**src/rtl/ones_enc_pkg.sv**
```systemverilog
`timescale 1ns/1ps
package ones_enc_pkg;

  function automatic int min_int(int a, int b);
    return (a < b) ? a : b;
  endfunction

  // node count after lvl pairwise reductions
  function automatic int nodes_at(int n_in, int lvl);
    int n;
    n = n_in;
    for (int i = 0; i < lvl; i++) n = (n + 1) / 2;
    return n;
  endfunction

  function automatic int levels_for(int n_in);
    int n;
    int l;
    n = n_in;
    l = 0;
    while (n > 1) begin
      n = (n + 1) / 2;
      l++;
    end
    return l;
  endfunction

  function automatic int lvl_width(int lvl, int in_w, int out_w);
    return (lvl == 0) ? in_w : min_int(in_w + lvl, out_w);
  endfunction

  // bit offset of level lvl inside the flattened tree bus
  function automatic int lvl_off(int lvl, int n_in, int in_w, int out_w);
    int off;
    off = 0;
    for (int k = 0; k < lvl; k++) off += nodes_at(n_in, k) * lvl_width(k, in_w, out_w);
    return off;
  endfunction

endpackage

```
**src/rtl/tap_sync.sv**
```systemverilog
`timescale 1ns/1ps
module tap_sync #(
  parameter int W = 8
) (
  input  logic         clk_i,
  input  logic         rst_ni,
  input  logic [W-1:0] d_i,
  output logic [W-1:0] q_o
);
  logic [W-1:0] meta_q;
  logic [W-1:0] sync_q;

  always_ff @(posedge clk_i or negedge rst_ni) begin
    if (!rst_ni) begin
      meta_q <= '0;
      sync_q <= '0;
    end else begin
      meta_q <= d_i;
      sync_q <= meta_q;
    end
  end

  assign q_o = sync_q;
endmodule

```
**src/rtl/group_popcount.sv**
```systemverilog
`timescale 1ns/1ps
module group_popcount #(
  parameter int N_BITS = 800,
  parameter int GRP    = 6,
  parameter int GRP_W  = 3,
  parameter int N_GRP  = 134
) (
  input  logic                   clk_i,
  input  logic                   rst_ni,
  input  logic [N_BITS-1:0]      bits_i,
  output logic [N_GRP*GRP_W-1:0] cnt_o
);
  localparam int PAD_BITS = N_GRP * GRP;

  logic [PAD_BITS-1:0] padded;
  assign padded = PAD_BITS'(bits_i);  // zero-pads the last group

  for (genvar g = 0; g < N_GRP; g++) begin : g_grp
    logic [GRP_W-1:0] sum_c;
    logic [GRP_W-1:0] sum_q;

    always_comb begin
      sum_c = '0;
      for (int b = 0; b < GRP; b++) sum_c += GRP_W'(padded[g*GRP + b]);
    end

    always_ff @(posedge clk_i or negedge rst_ni) begin
      if (!rst_ni) sum_q <= '0;
      else         sum_q <= sum_c;
    end

    assign cnt_o[g*GRP_W +: GRP_W] = sum_q;
  end
endmodule

```
**src/rtl/tree_level.sv**
```systemverilog
`timescale 1ns/1ps
module tree_level #(
  parameter int N_IN  = 134,
  parameter int W_IN  = 3,
  parameter int W_OUT = 4,
  localparam int N_OUT = (N_IN + 1) / 2
) (
  input  logic                   clk_i,
  input  logic                   rst_ni,
  input  logic [N_IN*W_IN-1:0]   d_i,
  output logic [N_OUT*W_OUT-1:0] q_o
);
  for (genvar i = 0; i < N_OUT; i++) begin : g_node
    logic [W_OUT-1:0] sum_c;
    logic [W_OUT-1:0] sum_q;

    if (2*i + 1 < N_IN) begin : g_pair
      assign sum_c = W_OUT'(d_i[(2*i)*W_IN +: W_IN]) + W_OUT'(d_i[(2*i+1)*W_IN +: W_IN]);
    end else begin : g_odd
      assign sum_c = W_OUT'(d_i[(2*i)*W_IN +: W_IN]);
    end

    always_ff @(posedge clk_i or negedge rst_ni) begin
      if (!rst_ni) sum_q <= '0;
      else         sum_q <= sum_c;
    end

    assign q_o[i*W_OUT +: W_OUT] = sum_q;
  end
endmodule

```
**src/rtl/popcount_tree.sv**
```systemverilog
`timescale 1ns/1ps
module popcount_tree
  import ones_enc_pkg::*;
#(
  parameter int N_IN  = 134,
  parameter int IN_W  = 3,
  parameter int OUT_W = 10,
  localparam int LEVELS = levels_for(N_IN)
) (
  input  logic                  clk_i,
  input  logic                  rst_ni,
  input  logic [N_IN*IN_W-1:0]  leaves_i,
  output logic [OUT_W-1:0]      sum_o
);
  localparam int BUS_W  = lvl_off(LEVELS + 1, N_IN, IN_W, OUT_W);
  localparam int LAST_W = lvl_width(LEVELS, IN_W, OUT_W);

  logic [BUS_W-1:0] tree_bus;

  assign tree_bus[0 +: N_IN*IN_W] = leaves_i;

  for (genvar l = 1; l <= LEVELS; l++) begin : g_lvl
    localparam int NP = nodes_at(N_IN, l - 1);
    localparam int WP = lvl_width(l - 1, IN_W, OUT_W);
    localparam int NL = nodes_at(N_IN, l);
    localparam int WL = lvl_width(l, IN_W, OUT_W);
    localparam int OP = lvl_off(l - 1, N_IN, IN_W, OUT_W);
    localparam int OL = lvl_off(l, N_IN, IN_W, OUT_W);

    tree_level #(
      .N_IN (NP),
      .W_IN (WP),
      .W_OUT(WL)
    ) u_level (
      .clk_i (clk_i),
      .rst_ni(rst_ni),
      .d_i   (tree_bus[OP +: NP*WP]),
      .q_o   (tree_bus[OL +: NL*WL])
    );
  end

  assign sum_o = OUT_W'(tree_bus[lvl_off(LEVELS, N_IN, IN_W, OUT_W) +: LAST_W]);
endmodule

```
**src/rtl/ones_count_enc.sv**
```systemverilog
`timescale 1ns/1ps
module ones_count_enc
  import ones_enc_pkg::*;
#(
  parameter int LINES = 4,
  parameter int CELLS = 200,
  parameter int GRP   = 6,
  localparam int TAPS  = LINES * CELLS,
  localparam int CNT_W = $clog2(TAPS + 1)
) (
  input  logic             clk_i,
  input  logic             rst_ni,
  input  logic [TAPS-1:0]  taps_i,
  input  logic             vld_i,
  output logic [CNT_W-1:0] count_o,
  output logic             vld_o
);
  localparam int GRP_W   = $clog2(GRP + 1);
  localparam int N_GRP   = (TAPS + GRP - 1) / GRP;
  localparam int LEVELS  = levels_for(N_GRP);
  localparam int SYNC_ST = 2;
  localparam int LATENCY = SYNC_ST + 1 + LEVELS;

  logic [TAPS-1:0]        taps_sync;
  logic [N_GRP*GRP_W-1:0] grp_cnt;
  logic [LATENCY-1:0]     vld_pipe;

  tap_sync #(.W(TAPS)) u_sync (
    .clk_i (clk_i),
    .rst_ni(rst_ni),
    .d_i   (taps_i),
    .q_o   (taps_sync)
  );

  group_popcount #(
    .N_BITS(TAPS),
    .GRP   (GRP),
    .GRP_W (GRP_W),
    .N_GRP (N_GRP)
  ) u_grp (
    .clk_i (clk_i),
    .rst_ni(rst_ni),
    .bits_i(taps_sync),
    .cnt_o (grp_cnt)
  );

  popcount_tree #(
    .N_IN (N_GRP),
    .IN_W (GRP_W),
    .OUT_W(CNT_W)
  ) u_tree (
    .clk_i   (clk_i),
    .rst_ni  (rst_ni),
    .leaves_i(grp_cnt),
    .sum_o   (count_o)
  );

  // valid travels in lockstep with the data stages
  always_ff @(posedge clk_i or negedge rst_ni) begin
    if (!rst_ni) vld_pipe <= '0;
    else         vld_pipe <= {vld_pipe[LATENCY-2:0], vld_i};
  end

  assign vld_o = vld_pipe[LATENCY-1];
endmodule

```
**config.mk**
```make
export PLATFORM = sky130hd
export DESIGN_NAME = ones_count_enc
export DESIGN_NICKNAME = d
export VERILOG_FILES = /design/src/rtl/ones_enc_pkg.sv /design/src/rtl/tap_sync.sv /design/src/rtl/group_popcount.sv /design/src/rtl/tree_level.sv /design/src/rtl/popcount_tree.sv /design/src/rtl/ones_count_enc.sv
export SDC_FILE = /design/constraint.sdc
export NUM_CORES = 2
export LEC_CHECK = 0
export BUFFER_PORTS_ARGS = -buffer_cell sky130_fd_sc_hd__buf_2
export CORE_MARGIN = 2
export CORE_UTILIZATION = 25
export CTS_CLUSTER_DIAMETER = 100
export CTS_CLUSTER_SIZE = 10
export DETAILED_ROUTE_END_ITERATION = 10
export GPL_TIMING_DRIVEN = 0
export HOLD_SLACK_MARGIN = 0.02
export PLACE_DENSITY = 0.37
export SYNTH_ARGS = -nofsm -noshare
export SYNTH_HDL_FRONTEND = slang
export SYNTH_SLANG_ARGS = --single-unit
```
**constraint.sdc**
```tcl
create_clock -name clk_i -period 2.78 [get_ports clk_i]
set_input_delay 0.278 -clock clk_i [delete_from_list [all_inputs] [get_ports clk_i]]
set_output_delay 0.278 -clock clk_i [all_outputs]
set_load 0.01 [all_outputs]
```
### Word-level counts from Yosys, hierarchy flattened

Index checks and enable logic that the tools add are counted.

| storage, ports and cells | value |
|---|---|
| register bits after elaboration | 2701 |
| output and inout bits | 11 |
| word-level logic and storage cells | 1074 |

| cells by class | value |
|---|---|
| add/subtract/negate cells | 799 |

Operators with widths:

| kind | number |
|---|---|
| adder 3 x 1 -> 3 bit | 520 |
| adder 1 x 1 -> 2 bit | 134 |
| adder 3 x 3 -> 4 bit | 66 |
| adder 4 x 4 -> 5 bit | 33 |
| adder 5 x 5 -> 6 bit | 16 |
| adder 6 x 6 -> 7 bit | 8 |
| adder 2 x 1 -> 3 bit | 12 |
| adder 7 x 7 -> 8 bit | 4 |
| adder 8 x 8 -> 9 bit | 2 |
| adder 10 x 6 -> 10 bit | 1 |
| adder 9 x 9 -> 10 bit | 1 |
| adder 5 x 4 -> 6 bit | 1 |
| adder 3 x 2 -> 4 bit | 1 |

### Depth between registers and ports, before layout

| logic depth | value |
|---|---|
| depth after elaboration | 5 |
| depth in mapped cells | 8 |
| mapped depth without buffers | 8 |

### Hierarchy

From an unflattened synthesis, not the netlist that was laid out.

| unflattened totals | value |
|---|---|
| cells, all modules | 6116 |
| area, all modules | 98082.8 um^2 |

Modules (own cells, without submodules):

| module | cells an instance | area an instance (um^2) | instances |
|---|---|---|---|
| tap_sync | 1600 | 40038.4 | 1 |
| group_popcount | 1823 | 23039.6 | 1 |
| tree_level at u_tree.g_lvl[1].u_level | 896 | 12416.9 | 1 |
| tree_level at u_tree.g_lvl[2].u_level | 674 | 8653.3 | 1 |
| tree_level at u_tree.g_lvl[3].u_level | 421 | 5385.2 | 1 |
| tree_level at u_tree.g_lvl[4].u_level | 284 | 3389.5 | 1 |
| tree_level at u_tree.g_lvl[5].u_level | 180 | 2077.0 | 1 |
| tree_level at u_tree.g_lvl[6].u_level | 101 | 1263.7 | 1 |
| tree_level at u_tree.g_lvl[7].u_level | 66 | 867.1 | 1 |
| tree_level at u_tree.g_lvl[8].u_level | 60 | 676.9 | 1 |
| ones_count_enc | 11 | 275.3 | 1 |

### Worst setup path after synthesis

Ideal clock, no wire load.

| path | value |
|---|---|
| kind | register to register |
| start | reg u_sync.sync_q[624], in the netlist u_sync.q_o[624] |
| end | reg u_grp.g_grp[104].sum_q[1] |
| required time | 2.645 ns |
| path buffers | 0 |
| path slack | 0.626 ns |
| stages on the path, launching flop included | 7 |
| setup time | 0.135 ns |
| arrival time | 2.019 ns |
| cell sequence | dfrtp_1 > fa_1 > inv_1 > fa_1 > inv_1 > ha_1 > fa_1 |

| between the ends | value |
|---|---|
| longest elaborated chain between the ends | 5 |

Ends and longest elaborated chain:

| element | RTL line | source |
|---|---|---|
| start, declared | tap_sync.sv:11 | `logic [W-1:0] sync_q;` |
| start signal, assigned | tap_sync.sv:19 | `sync_q <= meta_q;` |
| adder 1 x 1 -> 2 bit | group_popcount.sv:24 | `for (int b = 0; b < GRP; b++) sum_c += GRP_W'(padded[g*GRP + b]);` |
| adder 3 x 1 -> 3 bit (4 in series) | group_popcount.sv:24 |  |
| named net u_grp.g_grp[104].sum_c[1] | group_popcount.sv:19 | `logic [GRP_W-1:0] sum_c;` |
| end signal, assigned | group_popcount.sv:29 | `else sum_q <= sum_c;` |
| end, declared | group_popcount.sv:20 | `logic [GRP_W-1:0] sum_q;` |

The timed path passes the listed nets, and every way through them passes these cells.

### Final worst setup path

| path | value |
|---|---|
| start | reg u_sync.sync_q[642], in the netlist u_sync.q_o[642] |
| end | reg u_grp.g_grp[107].sum_q[1] |

| between the ends | value |
|---|---|
| longest elaborated chain between the ends | 5 |

Ends and longest elaborated chain:

| element | RTL line |
|---|---|
| adder 1 x 1 -> 2 bit | group_popcount.sv:24 |
| adder 3 x 1 -> 3 bit (4 in series) | group_popcount.sv:24 |
| named net u_grp.g_grp[107].sum_c[1] | group_popcount.sv:19 |
| end signal, assigned | group_popcount.sv:29 |
| end, declared | group_popcount.sv:20 |

The timed path passes the listed nets, and every way through them passes these cells.

==> out/metrics.cfg <==
[status]
status=finished with violations
violations=hold timing

[critical_path]
worst-path-buf-inv=2
cpLargestDelayFamily=adder cells
crit_start=u_sync.q_o[642]$_DFF_PN0_
end_kind=flip-flop
path_max_fanout=1
critPathSlowestCell=fa_1
worstPathArrival_ps=3110
crit_top_cell=fa_1
start_kind=flip-flop
crit_required_ps=3520
r2r-end=u_grp.g_grp[107].sum_q[1]$_DFF_PN0_
crit_chain=fa_1, inv_1, fa_1, inv_1, ha_1, fa_1
path_class=flip-flop to flip-flop
timing.rr.start=u_sync.q_o[642]$_DFF_PN0_
rrSetupSlack_ps=410
critPathMaxStageDelay_ps=620
rr_worst_depth=6

[clock_network]
insertion_delay_ps=920
cts_sinks=2701
cts_buffers=317
h-tree-depth=5
clock_tree.root_cell=clkbuf_16
clkTransAtPathRegs_ps=60
clk_path_buf_depth=4
post_cts_buffers=0
cts_tree=yes

[power]
share_comb_of_total_power_pct=26.2
p_int_mw=84.3
p_switching_mw=36.6
clkPwrFrac_pct=31.0
switching_share_pct=30.3
p_seq_share_pct=42.8
power.total_mw=121
powerDensity_mw_per_mm2=907
power.leakage_nw=65.0
vdd_drop_max_v=0.000491

[place]
dp_hpwl_um=149000
preCtsSetupSlack_ps=-1240
gp_congestion=0.730
placed_cells=11900
numPortBuffers=813

[global_routing]
grt_max_degree=163
grt_overflow_total=0
grt_pass1_wl_um=345000
grt_pass1_vias=60000
grt_use_total_pct=11.4
antenna_found_initial=33

[sta]
fmax_mhz=422
finalCriticalPeriod_ps=2370
finalSetupTns_ps=0
slew_viol_final=0
hold_violations=161
min_period_over_period_pct=85.2
setup_viol_count_final=0
slew_headroom_pct=37.1
holdWs_ps=-647
worst_pin_slew_ps=944
clock_skew_ps=40.7
finalWorstSetupSlack_ps=411
rsz0062_at_grt=false

[die]
io_pins=814
initial_core_util_pct=25.1
row_count=228
dieHeight_um=626
core_area_mm2=0.386
die_x_um=626
die_area_mm2=0.392

[routing]
wire_per_inst_um=15.6
drt_iter0_drc=1627
vias=50300
viasPerCell=3.62
routed_wl_um=217000
post-route-drc-count=0
ant_nets=0
drt_first_pass_iters=4

[worst_hold_path]
hp-class=primary input to async pin

[logic_synthesis]
yosysWarningCount=0
ys_ff_latch=2701
syn-instance-count=5866
async_flop_share_pct=100
synth_area_mm2=0.0968
synth_edf_count=0
syn-num-nets=7858
synth.distinct_cells=42
postSynthAreaPerCell_um2=16.5
synth_top_flop_cell=dfrtp_1
seq_area_frac_synth_pct=69.8

[run]
maxCapViolCount=0

[final_layout]
num-fill-cells=37500
nets=10600
fin_cells=13900
syn_to_final_growth_pct=37.6
final_layout_size_suffix_gt1_share_pct=14.1

==> layout make-up <==
type	count	area (um^2)	share of cell area (%)
Tap cell	5175	6470	4.86
Clock buffer	330	8130	6.10
Multi-Input combinational cell	2058	25100	18.8
Inverter	1107	4160	3.12
Antenna cell	24	60.1	0.0451
Timing Repair Buffer	2442	21000	15.7
Clock inverter	41	785	0.589
Sequential cell	2701	67600	50.7
==> synthesized netlist by cell type (all sizes together) (4+ instances only) <==
| cell type | count | share of area (%) |
|---|---|---|
| nor4 | 4 | 0.026 |
| nor3 | 10 | 0.052 |
| a21oi | 119 | 0.62 |
| nor2b | 39 | 0.26 |
| dfrtp | 2701 | 70 |
| o21ai | 47 | 0.25 |
| o21bai | 15 | 0.12 |
| xor2 | 50 | 0.45 |
| o211ai | 4 | 0.031 |
| nand2b | 35 | 0.23 |
| nor2 | 15 | 0.058 |
| inv | 1107 | 4.3 |
| fa | 532 | 11 |
| nand3 | 5 | 0.026 |
| a21o | 274 | 2.1 |
| ha | 657 | 8.5 |
| nand2 | 21 | 0.081 |
| xnor2 | 208 | 1.9 |
==> kinds of logic after synthesis <==
kind of cell	Yosys count	share of synthesized area, %
compound gates	473	3.29
xor+xnor	258	2.33
fa+ha+maj	1189	19.5
buf+inv	1107	4.29
flops	2701	69.8
simple gates	138	0.797
==> worst register-to-register path: stages, from the launching register on <==
cell and delay [ps]:
dfrtp_1 380, fa_1 620, inv_1 70, fa_1 490
inv_1 50, ha_1 190, fa_1 430
==> routing by layer <==
| metal | global-route usage, % | wire, um | up-vias |
|---|---|---|---|
| met5 | 0 | 87 | - |
| met4 | 4.54 | 8660 | 12 |
| met3 | 1.95 | 8560 | 445 |
| met2 | 19.8 | 109000 | 887 |
| met1 | 14.0 | 90900 | 25500 |
| li1 | - | - | 23400 |
==> worst max path at each step <==
stage / to / slack (ps) / cells after the start
global route: u_sync.q_o[727]$_DFF_PN0_ / 150 / 7
CTS: u_tree.g_lvl[1].u_level.g_node[56].sum_q[3]$_DFF_PN0_ / 50 / 5
global placement: u_sync.meta_q[682]$_DFF_PN0_ / -60110 / 1
finish: u_grp.g_grp[107].sum_q[1]$_DFF_PN0_ / 410 / 6
detailed placement: u_sync.q_o[744]$_DFF_PN0_ / -1240 / 6
floorplan: u_grp.g_grp[104].sum_q[1]$_DFF_PN0_ / 630 / 6
==> cell usage in the layout, fill, tap and decap left out, types with 21 or more instances in the layout <==
master / count
nor2b_1: 38
ha_1: 657
nand2_1: 21
diode_2: 24
dlygate4sd3_1: 1596
buf_16: 28
dfrtp_1: 2701
inv_1: 1107
o21ai_0: 43
nand2b_1: 35
buf_2: 812
a21oi_1: 117
fa_1: 532
xor2_1: 50
a21o_1: 274
clkbuf_16: 324
xnor2_1: 208
==> state kept, by name, summed over array words and instances (netlist names) <==
| register | count |
|---|---|
| u_grp.g_grp.sum_q | 401 |
| u_sync.meta_q | 800 |
| u_sync.q_o | 800 |
| u_tree.g_lvl.u_level.g_node.sum_q | 679 |
| u_tree.g_lvl.u_level.q_o | 10 |
| vld_pipe | 11 |
==> metrics by stage <==
| step | utilization [%] | hold slack [ps] | area, um^2 |
|---|---|---|---|
| after floorplan | - | -17.6 | 96800 |
| after global placement | 27.8 | 332 | 107000 |
| after detailed placement | 28.0 | 325 | 108000 |
| after CTS | 34.5 | -764 | 133000 |
| after global routing | 34.5 | -697 | 133000 |
| final | 34.5 | -647 | 133000 |
==> power by group through the flow <==
stage | Sequential (mW) | Clock (mW) | Combinational, mW
global route | 52.8 | 40.9 | 37.2
finish | 51.7 | 37.4 | 31.7
global placement | 53.1 | 0 | 30.7
detailed placement | 52.6 | 0 | 31.0
floorplan | 50.5 | 0 | 20.8
CTS | 52.1 | 39.4 | 33.3
==> what timing repair did <==
action / CTS / global route
cloned: 1 / 3
resized for setup: 1 / 0
hold buffers: 1602 / 5
endpoints found under the setup margin: 114 / 182
endpoints found under the hold margin: 1341 / 148
(Power assumes the default switching activity.)
